$ cat src/rtl/i2c_rm_pkg.sv
package i2c_rm_pkg;
  localparam int REG_AW = 4;
  localparam logic [1:0] IDX_CTRL = 2'd0;
  localparam logic [1:0] IDX_STAT = 2'd1;
  localparam logic [1:0] IDX_OWN  = 2'd2;
  localparam logic [1:0] IDX_DATA = 2'd3;
  localparam logic [1:0] MODE_MTX = 2'b11;

  typedef enum logic [1:0] {
    OP_START  = 2'd0,
    OP_RSTART = 2'd1,
    OP_STOP   = 2'd2,
    OP_BYTE   = 2'd3
  } seq_op_e;

  // clocks per quarter of an SCL bit
  function automatic int unsigned quarter_cycles(input int unsigned pre, input int unsigned unit);
    return (pre + 1) * unit;
  endfunction
endpackage

$ cat src/rtl/i2c_rm_prescaler.sv
module i2c_rm_prescaler #(
  parameter int UNIT  = 8,
  parameter int PRE_W = 4
) (
  input  logic             clk,
  input  logic             rst_n,
  input  logic             run,
  input  logic [PRE_W-1:0] pre,
  output logic             tick
);
  import i2c_rm_pkg::*;
  localparam int CNT_W = $clog2((2**PRE_W) * UNIT + 1);

  logic [CNT_W-1:0] cnt;
  logic [CNT_W-1:0] limit;

  always_comb limit = CNT_W'(quarter_cycles(int'(pre), UNIT) - 1);

  always_ff @(posedge clk or negedge rst_n) begin
    if (!rst_n) cnt <= '0;
    else if (!run || cnt == limit) cnt <= '0;
    else cnt <= cnt + 1'b1;
  end

  assign tick = run && (cnt == limit);

  a_r9_count_bound: assert property (@(posedge clk) disable iff (!rst_n) cnt <= limit || $changed(pre));
endmodule

$ cat src/rtl/i2c_rm_bitseq.sv
module i2c_rm_bitseq #(
  parameter int BYTE_W = 8
) (
  input  logic                 clk,
  input  logic                 rst_n,
  input  logic                 go,
  input  i2c_rm_pkg::seq_op_e  op,
  input  logic [BYTE_W-1:0]    tx_byte,
  input  logic                 tx_mode,
  input  logic                 ack_en,
  input  logic                 tick,
  input  logic                 scl_in,
  input  logic                 sda_in,
  output logic                 active,
  output logic                 done,
  output logic [BYTE_W-1:0]    rx_byte,
  output logic                 nack,
  output logic                 scl_low,
  output logic                 sda_low
);
  import i2c_rm_pkg::*;
  localparam int BC_W = $clog2(BYTE_W + 1);
  localparam logic [BC_W-1:0] ACK_SLOT = BC_W'(BYTE_W);

  seq_op_e           op_q;
  logic [1:0]        ph;
  logic [BC_W-1:0]   bitn;
  logic [BYTE_W-1:0] sh;
  logic              txm, acke;
  logic              out_bit;
  logic              stall;

  // wait for SCL to really go high before the phase that needs it
  assign stall = (ph == 2'd2) && !scl_in && (op_q != OP_START);

  always_comb begin
    if (bitn == ACK_SLOT) out_bit = txm ? 1'b1 : !acke;
    else                  out_bit = txm ? sh[BYTE_W-1] : 1'b1;
  end

  always_ff @(posedge clk or negedge rst_n) begin
    if (!rst_n) begin
      active <= 1'b0; done <= 1'b0; op_q <= OP_START; ph <= 2'd0; bitn <= '0;
      sh <= '0; txm <= 1'b0; acke <= 1'b0; nack <= 1'b0; scl_low <= 1'b0; sda_low <= 1'b0;
    end else begin
      done <= 1'b0;
      if (go) begin
        active <= 1'b1; op_q <= op; ph <= 2'd0; bitn <= '0;
        sh <= tx_byte; txm <= tx_mode; acke <= ack_en;
      end else if (active && tick && !stall) begin
        ph <= ph + 2'd1;
        unique case (op_q)
          OP_START: begin
            unique case (ph)
              2'd0: begin scl_low <= 1'b0; sda_low <= 1'b0; end
              2'd1: sda_low <= 1'b1;
              2'd2: scl_low <= 1'b1;
              default: begin active <= 1'b0; done <= 1'b1; end
            endcase
          end
          OP_RSTART: begin
            unique case (ph)
              2'd0: sda_low <= 1'b0;
              2'd1: scl_low <= 1'b0;
              2'd2: sda_low <= 1'b1;
              default: begin scl_low <= 1'b1; active <= 1'b0; done <= 1'b1; end
            endcase
          end
          OP_STOP: begin
            unique case (ph)
              2'd0: sda_low <= 1'b1;
              2'd1: scl_low <= 1'b0;
              2'd2: sda_low <= 1'b0;
              default: begin active <= 1'b0; done <= 1'b1; end
            endcase
          end
          default: begin
            unique case (ph)
              2'd0: sda_low <= !out_bit;
              2'd1: scl_low <= 1'b0;
              2'd2: begin
                if (bitn == ACK_SLOT) nack <= sda_in;
                else sh <= {sh[BYTE_W-2:0], sda_in};
              end
              default: begin
                scl_low <= 1'b1;
                if (bitn == ACK_SLOT) begin active <= 1'b0; done <= 1'b1; end
                else bitn <= bitn + 1'b1;
              end
            endcase
          end
        endcase
      end
    end
  end

  assign rx_byte = sh;

  // nine slots per byte, the counter never passes the acknowledge slot
  a_r3_bit_range: assert property (@(posedge clk) disable iff (!rst_n) bitn <= ACK_SLOT);
  // a new operation is only launched on an idle sequencer
  a_r4_go_idle: assert property (@(posedge clk) disable iff (!rst_n) go |-> !active);
endmodule

$ cat src/rtl/i2c_rm_ctrl.sv
module i2c_rm_ctrl #(
  parameter int BYTE_W = 8,
  parameter int PRE_W  = 4
) (
  input  logic                 clk,
  input  logic                 rst_n,
  input  logic                 wr_en,
  input  logic [1:0]           widx,
  input  logic [BYTE_W-1:0]    wdata,
  input  logic                 seq_active,
  input  logic                 seq_done,
  input  logic [BYTE_W-1:0]    seq_rx,
  input  logic                 seq_nack,
  output logic                 go,
  output i2c_rm_pkg::seq_op_e  op,
  output logic [BYTE_W-1:0]    tx_byte,
  output logic                 tx_mode,
  output logic                 ack_en,
  output logic [PRE_W-1:0]     pre,
  output logic                 pending,
  output logic                 bus_busy,
  output logic                 irq,
  output logic [BYTE_W-1:0]    ctrl_rd,
  output logic [BYTE_W-1:0]    stat_rd,
  output logic [BYTE_W-1:0]    own_q,
  output logic [BYTE_W-1:0]    data_q
);
  import i2c_rm_pkg::*;

  logic       irq_en, nack_q, cmd_start, cmd_stop, addr_next;
  logic [1:0] mode;
  logic       can_issue;

  assign can_issue = !seq_active && !go && !seq_done && !pending;

  always_ff @(posedge clk or negedge rst_n) begin
    if (!rst_n) begin
      go <= 1'b0; op <= OP_START; tx_byte <= '0; tx_mode <= 1'b0;
      ack_en <= 1'b0; irq_en <= 1'b0; pre <= '0; pending <= 1'b0;
      bus_busy <= 1'b0; nack_q <= 1'b0; mode <= 2'b00; own_q <= '0; data_q <= '0;
      cmd_start <= 1'b0; cmd_stop <= 1'b0; addr_next <= 1'b0;
    end else begin
      go <= 1'b0;
      if (wr_en) begin
        unique case (widx)
          IDX_CTRL: begin
            ack_en <= wdata[7]; irq_en <= wdata[5]; pre <= wdata[PRE_W-1:0];
            if (!wdata[4]) pending <= 1'b0;
          end
          IDX_STAT: begin
            mode <= wdata[7:6];
            if (wdata[5]) cmd_start <= 1'b1;
            else if (bus_busy) cmd_stop <= 1'b1;
          end
          IDX_OWN:  own_q  <= wdata;
          default:  data_q <= wdata;
        endcase
      end
      if (seq_done) begin
        unique case (op)
          OP_BYTE: begin
            pending <= 1'b1; addr_next <= 1'b0;
            if (tx_mode) nack_q <= seq_nack;
            else data_q <= seq_rx;
          end
          OP_STOP: bus_busy <= 1'b0;
          default: ;
        endcase
      end else if (can_issue) begin
        if (cmd_start) begin
          go <= 1'b1; op <= bus_busy ? OP_RSTART : OP_START;
          bus_busy <= 1'b1; cmd_start <= 1'b0; addr_next <= 1'b1;
        end else if (cmd_stop) begin
          go <= 1'b1; op <= OP_STOP; cmd_stop <= 1'b0;
        end else if (bus_busy) begin
          go <= 1'b1; op <= OP_BYTE; tx_byte <= data_q;
          tx_mode <= (mode == MODE_MTX) || addr_next;
        end
      end
    end
  end

  assign irq     = irq_en && pending;
  assign ctrl_rd = {ack_en, 1'b0, irq_en, pending, pre};
  assign stat_rd = {mode, bus_busy, 4'b0000, nack_q};

  // the busy flag drops only when the sequencer reports a finished operation
  a_r5_busy_drop: assert property (@(posedge clk) disable iff (!rst_n) $fell(bus_busy) |-> $past(seq_done));
  // pending rises only at the end of a byte
  a_r4_pending_src: assert property (@(posedge clk) disable iff (!rst_n)
    $rose(pending) |-> $past(seq_done && op == OP_BYTE));
endmodule

$ cat src/rtl/i2c_reg_master.sv
module i2c_reg_master #(
  parameter int UNIT   = 8,
  parameter int BYTE_W = 8,
  parameter int PRE_W  = 4,
  parameter int WORD_W = 32
) (
  input  logic              clk,
  input  logic              rst_n,
  input  logic              reg_wr,
  input  logic [3:0]        reg_addr,
  input  logic [WORD_W-1:0] reg_wdata,
  output logic [WORD_W-1:0] reg_rdata,
  output logic              irq,
  output logic              scl_oe,
  input  logic              scl_in,
  output logic              sda_oe,
  input  logic              sda_in
);
  import i2c_rm_pkg::*;

  logic              go, seq_active, seq_done, seq_nack, tx_mode, ack_en, pending, bus_busy, tick;
  logic              scl_low, sda_low;
  seq_op_e           op;
  logic [BYTE_W-1:0] tx_byte, seq_rx, ctrl_rd, stat_rd, own_q, data_q;
  logic [PRE_W-1:0]  pre;
  logic [1:0]        widx;
  logic              unused_bits;

  assign widx        = reg_addr[3:2];
  assign unused_bits = ^{reg_addr[1:0], reg_wdata[WORD_W-1:BYTE_W]};

  function automatic logic [WORD_W-1:0] rd_word(input logic [1:0] idx, input logic [BYTE_W-1:0] c,
                                                input logic [BYTE_W-1:0] s, input logic [BYTE_W-1:0] o,
                                                input logic [BYTE_W-1:0] d);
    logic [BYTE_W-1:0] v;
    unique case (idx)
      IDX_CTRL: v = c;
      IDX_STAT: v = s;
      IDX_OWN:  v = o;
      default:  v = d;
    endcase
    return {{(WORD_W-BYTE_W){1'b0}}, v};
  endfunction

  assign reg_rdata = rd_word(widx, ctrl_rd, stat_rd, own_q, data_q);

  i2c_rm_ctrl #(.BYTE_W(BYTE_W), .PRE_W(PRE_W)) u_ctrl (
    .clk(clk), .rst_n(rst_n), .wr_en(reg_wr), .widx(widx), .wdata(reg_wdata[BYTE_W-1:0]),
    .seq_active(seq_active), .seq_done(seq_done), .seq_rx(seq_rx), .seq_nack(seq_nack),
    .go(go), .op(op), .tx_byte(tx_byte), .tx_mode(tx_mode), .ack_en(ack_en), .pre(pre),
    .pending(pending), .bus_busy(bus_busy), .irq(irq), .ctrl_rd(ctrl_rd), .stat_rd(stat_rd),
    .own_q(own_q), .data_q(data_q)
  );

  i2c_rm_prescaler #(.UNIT(UNIT), .PRE_W(PRE_W)) u_pre (
    .clk(clk), .rst_n(rst_n), .run(seq_active), .pre(pre), .tick(tick)
  );

  i2c_rm_bitseq #(.BYTE_W(BYTE_W)) u_seq (
    .clk(clk), .rst_n(rst_n), .go(go), .op(op), .tx_byte(tx_byte), .tx_mode(tx_mode),
    .ack_en(ack_en), .tick(tick), .scl_in(scl_in), .sda_in(sda_in), .active(seq_active),
    .done(seq_done), .rx_byte(seq_rx), .nack(seq_nack), .scl_low(scl_low), .sda_low(sda_low)
  );

  assign scl_oe = scl_low;
  assign sda_oe = sda_low;

  // the bus is stretched and no bit is clocked while pending is set
  a_r4_stretch: assert property (@(posedge clk) disable iff (!rst_n) pending |-> scl_oe);
  a_r4_no_shift: assert property (@(posedge clk) disable iff (!rst_n) pending |-> !seq_active);
  // both lines are free once the STOP has finished
  a_r5_released: assert property (@(posedge clk) disable iff (!rst_n) $fell(bus_busy) |-> (!scl_oe && !sda_oe));
  // an interrupt always has a pending byte behind it
  a_r8_irq_pending: assert property (@(posedge clk) disable iff (!rst_n) irq |-> pending);
endmodule

$ cat config.mk
export PLATFORM = sky130hd
export DESIGN_NAME = i2c_reg_master
export DESIGN_NICKNAME = d
export VERILOG_FILES = /design/src/rtl/i2c_rm_pkg.sv /design/src/rtl/i2c_rm_prescaler.sv /design/src/rtl/i2c_rm_bitseq.sv /design/src/rtl/i2c_rm_ctrl.sv /design/src/rtl/i2c_reg_master.sv
export SDC_FILE = /design/constraint.sdc
export NUM_CORES = 1
export LEC_CHECK = 0
export ABC_AREA = 1
export BUFFER_PORTS_ARGS = -buffer_cell sky130_fd_sc_hd__buf_2
export CORE_MARGIN = 5
export CORE_UTILIZATION = 55
export CTS_BUF_LIST = sky130_fd_sc_hd__clkbuf_4
export DETAILED_ROUTE_END_ITERATION = 7
export PLACE_DENSITY = 0.82
export SETUP_SLACK_MARGIN = 0.2
export SLEW_MARGIN = 5
export SYNTH_ARGS = -nofsm -noshare
export SYNTH_HDL_FRONTEND = slang
export SYNTH_SLANG_ARGS = --single-unit
$ cat constraint.sdc
create_clock -name clk -period 3.65 [get_ports clk]
set_clock_uncertainty 0.15 [all_clocks]
set_input_delay 0.365 -clock clk [delete_from_list [all_inputs] [get_ports clk]]
set_output_delay 0.365 -clock clk [all_outputs]
set_load 0.02 [all_outputs]
==> results by group <==
Status
  • Status: completed

Routing
  • 1st-pass router iterations: 5
  • WL per Instance: 14.0 um
  • DR iter-0 viols: 189
  • Vias: 3,459
  • Vias/cell: 5.36
  • Post-Route WL: 9.06 mm
  • Antenna Nets Post-Route: 0
  • DRC errors left: 0

Worst setup path
  • WP data arrival: 2570 ps
  • Worst-path fanout max: 10
  • CP max-delay cell: dfrtp_1
  • Top Family by Delay on Critical Path: simple AND/OR/NAND/NOR gates
  • Worst Path Class, Setup: reg2reg
  • Reg2Reg Launch Point: u_ctrl.pre[0]
  • Worst path bufs/invs: 0
  • CP startpoint: u_ctrl.pre[0]
  • Critical Path RT: 3830 ps
  • Critical path, cell by cell: ha_1 -> nor2_8 -> nand3_2 -> nand2_1 -> nand3_1 -> nand2_2 -> nand2_2 -> nor2_8 -> nand3_4 -> nand3_1 -> nand2_1
  • Slowest stage delay, CP: 640 ps
  • Worst Setup Start Kind: register
  • CP endpoint kind: register

Finish
  • Area growth from synthesis to layout: 5.83%
  • Layout cell share with drive strength beyond 1: 14.8%
  • Fillers: 651
  • ANT cells: 0
  • Post-layout nets: 591

Global routing
  • Initial antenna violation count: 0
  • Largest net degree at the start of global routing: 32
  • Total grt overflow: 0
  • Vias in the first global route: 3,266
  • GRT Resource Usage Total: 19.3%
  • First-pass GRT wire length: 15.2 mm

Timing
  • Fin Setup TNS: 0 ps
  • Max Freq: 418 MHz
  • Least-Margin Pin Slew: 885 ps
  • Final setup fails: 0
  • Final hold violations: 0
  • Min Clock Period, post-route: 2390 ps
  • RSZ-0062 raised after global routing: no
  • Period utilization: 65.6%
  • Pins Over Slew Limit: 0
  • Slew margin rel.: 41.0%

Die
  • Initial Util: 57.1%
  • Die area: 9460 sq um
  • Row count: 31
  • Core ar.: 7330 sq um
  • Die height: 97.3 um
  • Boundary pin count: 76
  • Die W: 97.3 um

Hold path
  • Worst hold path type: in2reg
  • Hold_sp: reg_wdata[4]

Clock network
  • CTS tree: yes
  • Clk sink count: 73
  • Total setup buffers inserted after CTS: 0
  • CTS buffer count: 9
  • H-tree levels: 3
  • Longest Clk Path Bufs: 2
  • Clk slew on worst S/H paths: 150 ps
  • Clk_lat worst skew: 440 ps
  • CTS root buf: clkbuf_4

Power and ir drop
  • Power Dens Cells: 486 nW/um^2
  • VDD IR-drop max: 262 uV
  • LEAKAGE: 2.17 nW
  • Tot Pwr: 0.00216 W

Yosys
  • Register bit total from synthesis: 73
  • Post-synth top area cell: dfrtp_1
  • Synth Warn #: 0
  • Cell count after synthesis: 517
  • Register area share after synthesis: 43.6%
  • Distinct cells, synth: 45
  • Share of the synthesized area in the top cell type: 43.6%
  • Number of flops mapped to enable cells by yosys: 0
  • Fraction of synthesis flops using an asynchronous set or reset pin: 100%
  • Post-Syn Area per Cell: 8.10 sq um
  • Top cells by area, synth: dfrtp_1, nand2_1, nand3_1
  • Dominant synthesized flop cell: dfrtp_1
  • Cell Area, Synth: 4190 sq um

Place
  • Placed wire-length estimate: 6.71 mm
  • Global placement routability congestion: 0.875
  • Number of port buffers: 25

Job
  • # Max-Cap Violations: 0
## synthesized netlist by cell type, types with 6 or more instances
library cell / number
clkbuf_1: 7
nor2_1: 26
ha_1: 9
nand2_2: 7
o21ai_0: 49
a21oi_1: 8
nand2_1: 117
buf_4: 25
o21ai_1: 6
nor3_1: 8
dfrtp_1: 73
inv_1: 60
o211ai_1: 12
nand3_1: 50
## where the power goes
part | internal [W] | switching (W) | total [W]
registers | 0.000917 | 0.000105 | 0.00102
logic | 0.000212 | 0.000417 | 0.000629
clock network | 0.000163 | 0.000343 | 0.000505
## final timing paths
check	endpoint	slack (ps)	cells after the start
setup / recovery	u_seq.rx_byte[1]	1260	11
hold / removal	u_ctrl.own_q[4]	40	2
setup reg to reg	u_seq.rx_byte[1]	1260	11
hold reg to reg	u_pre.cnt[0]	330	1
max in group asynchronous	u_seq.txm	2320	3
min in group asynchronous	u_pre.cnt[4]	260	2
## state kept, by name (all words and copies together), names as in the netlist, 2 cells and up
name	cells
u_seq.rx_byte	8
u_ctrl.tx_byte	8
u_ctrl.data_q	8
u_seq.bitn	4
u_ctrl.op	2
u_seq.op_q	2
u_ctrl.own_q	8
u_seq.ph	2
u_ctrl.mode	2
u_ctrl.pre	4
u_pre.cnt	8
## per-layer routing
metal / vias to the layer above / routed length [um] / GRT usage, %
met5: - / 0 / 0
met4: 0 / 89 / 4.15
met1: 1646 / 3920 / 25.1
met3: 12 / 588 / 4.95
li1: 1690 / - / -
met2: 111 / 4450 / 32.6
## area by class of cell
type,instances,area [sq um],share of cell area [%]
clock buffer,9,67.6,1.52
clock inverter,7,68.8,1.55
inverter,65,246,5.56
multi-input combinational,363,1940,43.8
sequential,73,1830,41.2
tap,99,124,2.80
timing repair buffer,29,158,3.56
## kinds of logic (layout without fill, tap and decap cells)
kind of cell | count (synthesis) | count (layout) | share of synthesized area, %
and+or+nand+nor | 236 | 236 | 27.9
adders and majority gates | 9 | 9 | 2.69
xor gates and xnor gates | 4 | 4 | 0.837
other | 1 | 24 | 0.0895
AOI/OAI and AO/OA | 89 | 89 | 12.5
buffers and inverters | 104 | 110 | 12.1
DFF | 73 | 73 | 43.6
muxes | 1 | 1 | 0.269
## cell usage in the layout (no fill, tap or decap), drive strengths merged, types with 3 or more instances in the layout
cell / instances
nand2: 126
a21oi: 8
nor3: 9
buf: 28
inv: 71
or2: 3
ha: 9
conb: 24
nand4: 5
xor2: 3
o21ai: 58
clkbuf: 9
nand3: 55
o211ai: 12
a31oi: 3
nor2: 34
a22oi: 3
dfrtp: 73
## per-stage QoR
| stage | utilization (%) | cells | worst slack, ps | hold slack, ps | cell area, sq um |
|---|---|---|---|---|---|
| finish | 60.5 | 645 | 1260 | 38.5 | 4430 |
| global route | 60.5 | 645 | 1090 | 10.4 | 4430 |
| CTS | 60.5 | 645 | 1250 | 15.9 | 4430 |
| detailed placement | 58.5 | 628 | 1290 | 188 | 4290 |
| global placement | 58.5 | 628 | 1340 | 181 | 4290 |
| floorplan | - | 540 | 1660 | -80.6 | 4270 |
## repair_timing
item	4_1_cts	5_1_grt
endpoints found under the hold margin	18	0
gates resized for setup	0	0
hold buffers	1	0
## worst register-to-register path: stages, from the launching register on
cell     delay, ps
dfrtp_1        640
ha_1           390
nor2_8         190
nand3_2         90
nand2_1         80
nand3_1         80
nand2_2        110
nand2_2        110
nor2_8         170
nand3_4        140
nand3_1        100
nand2_1         60
Power figures use the tool's default switching activity.
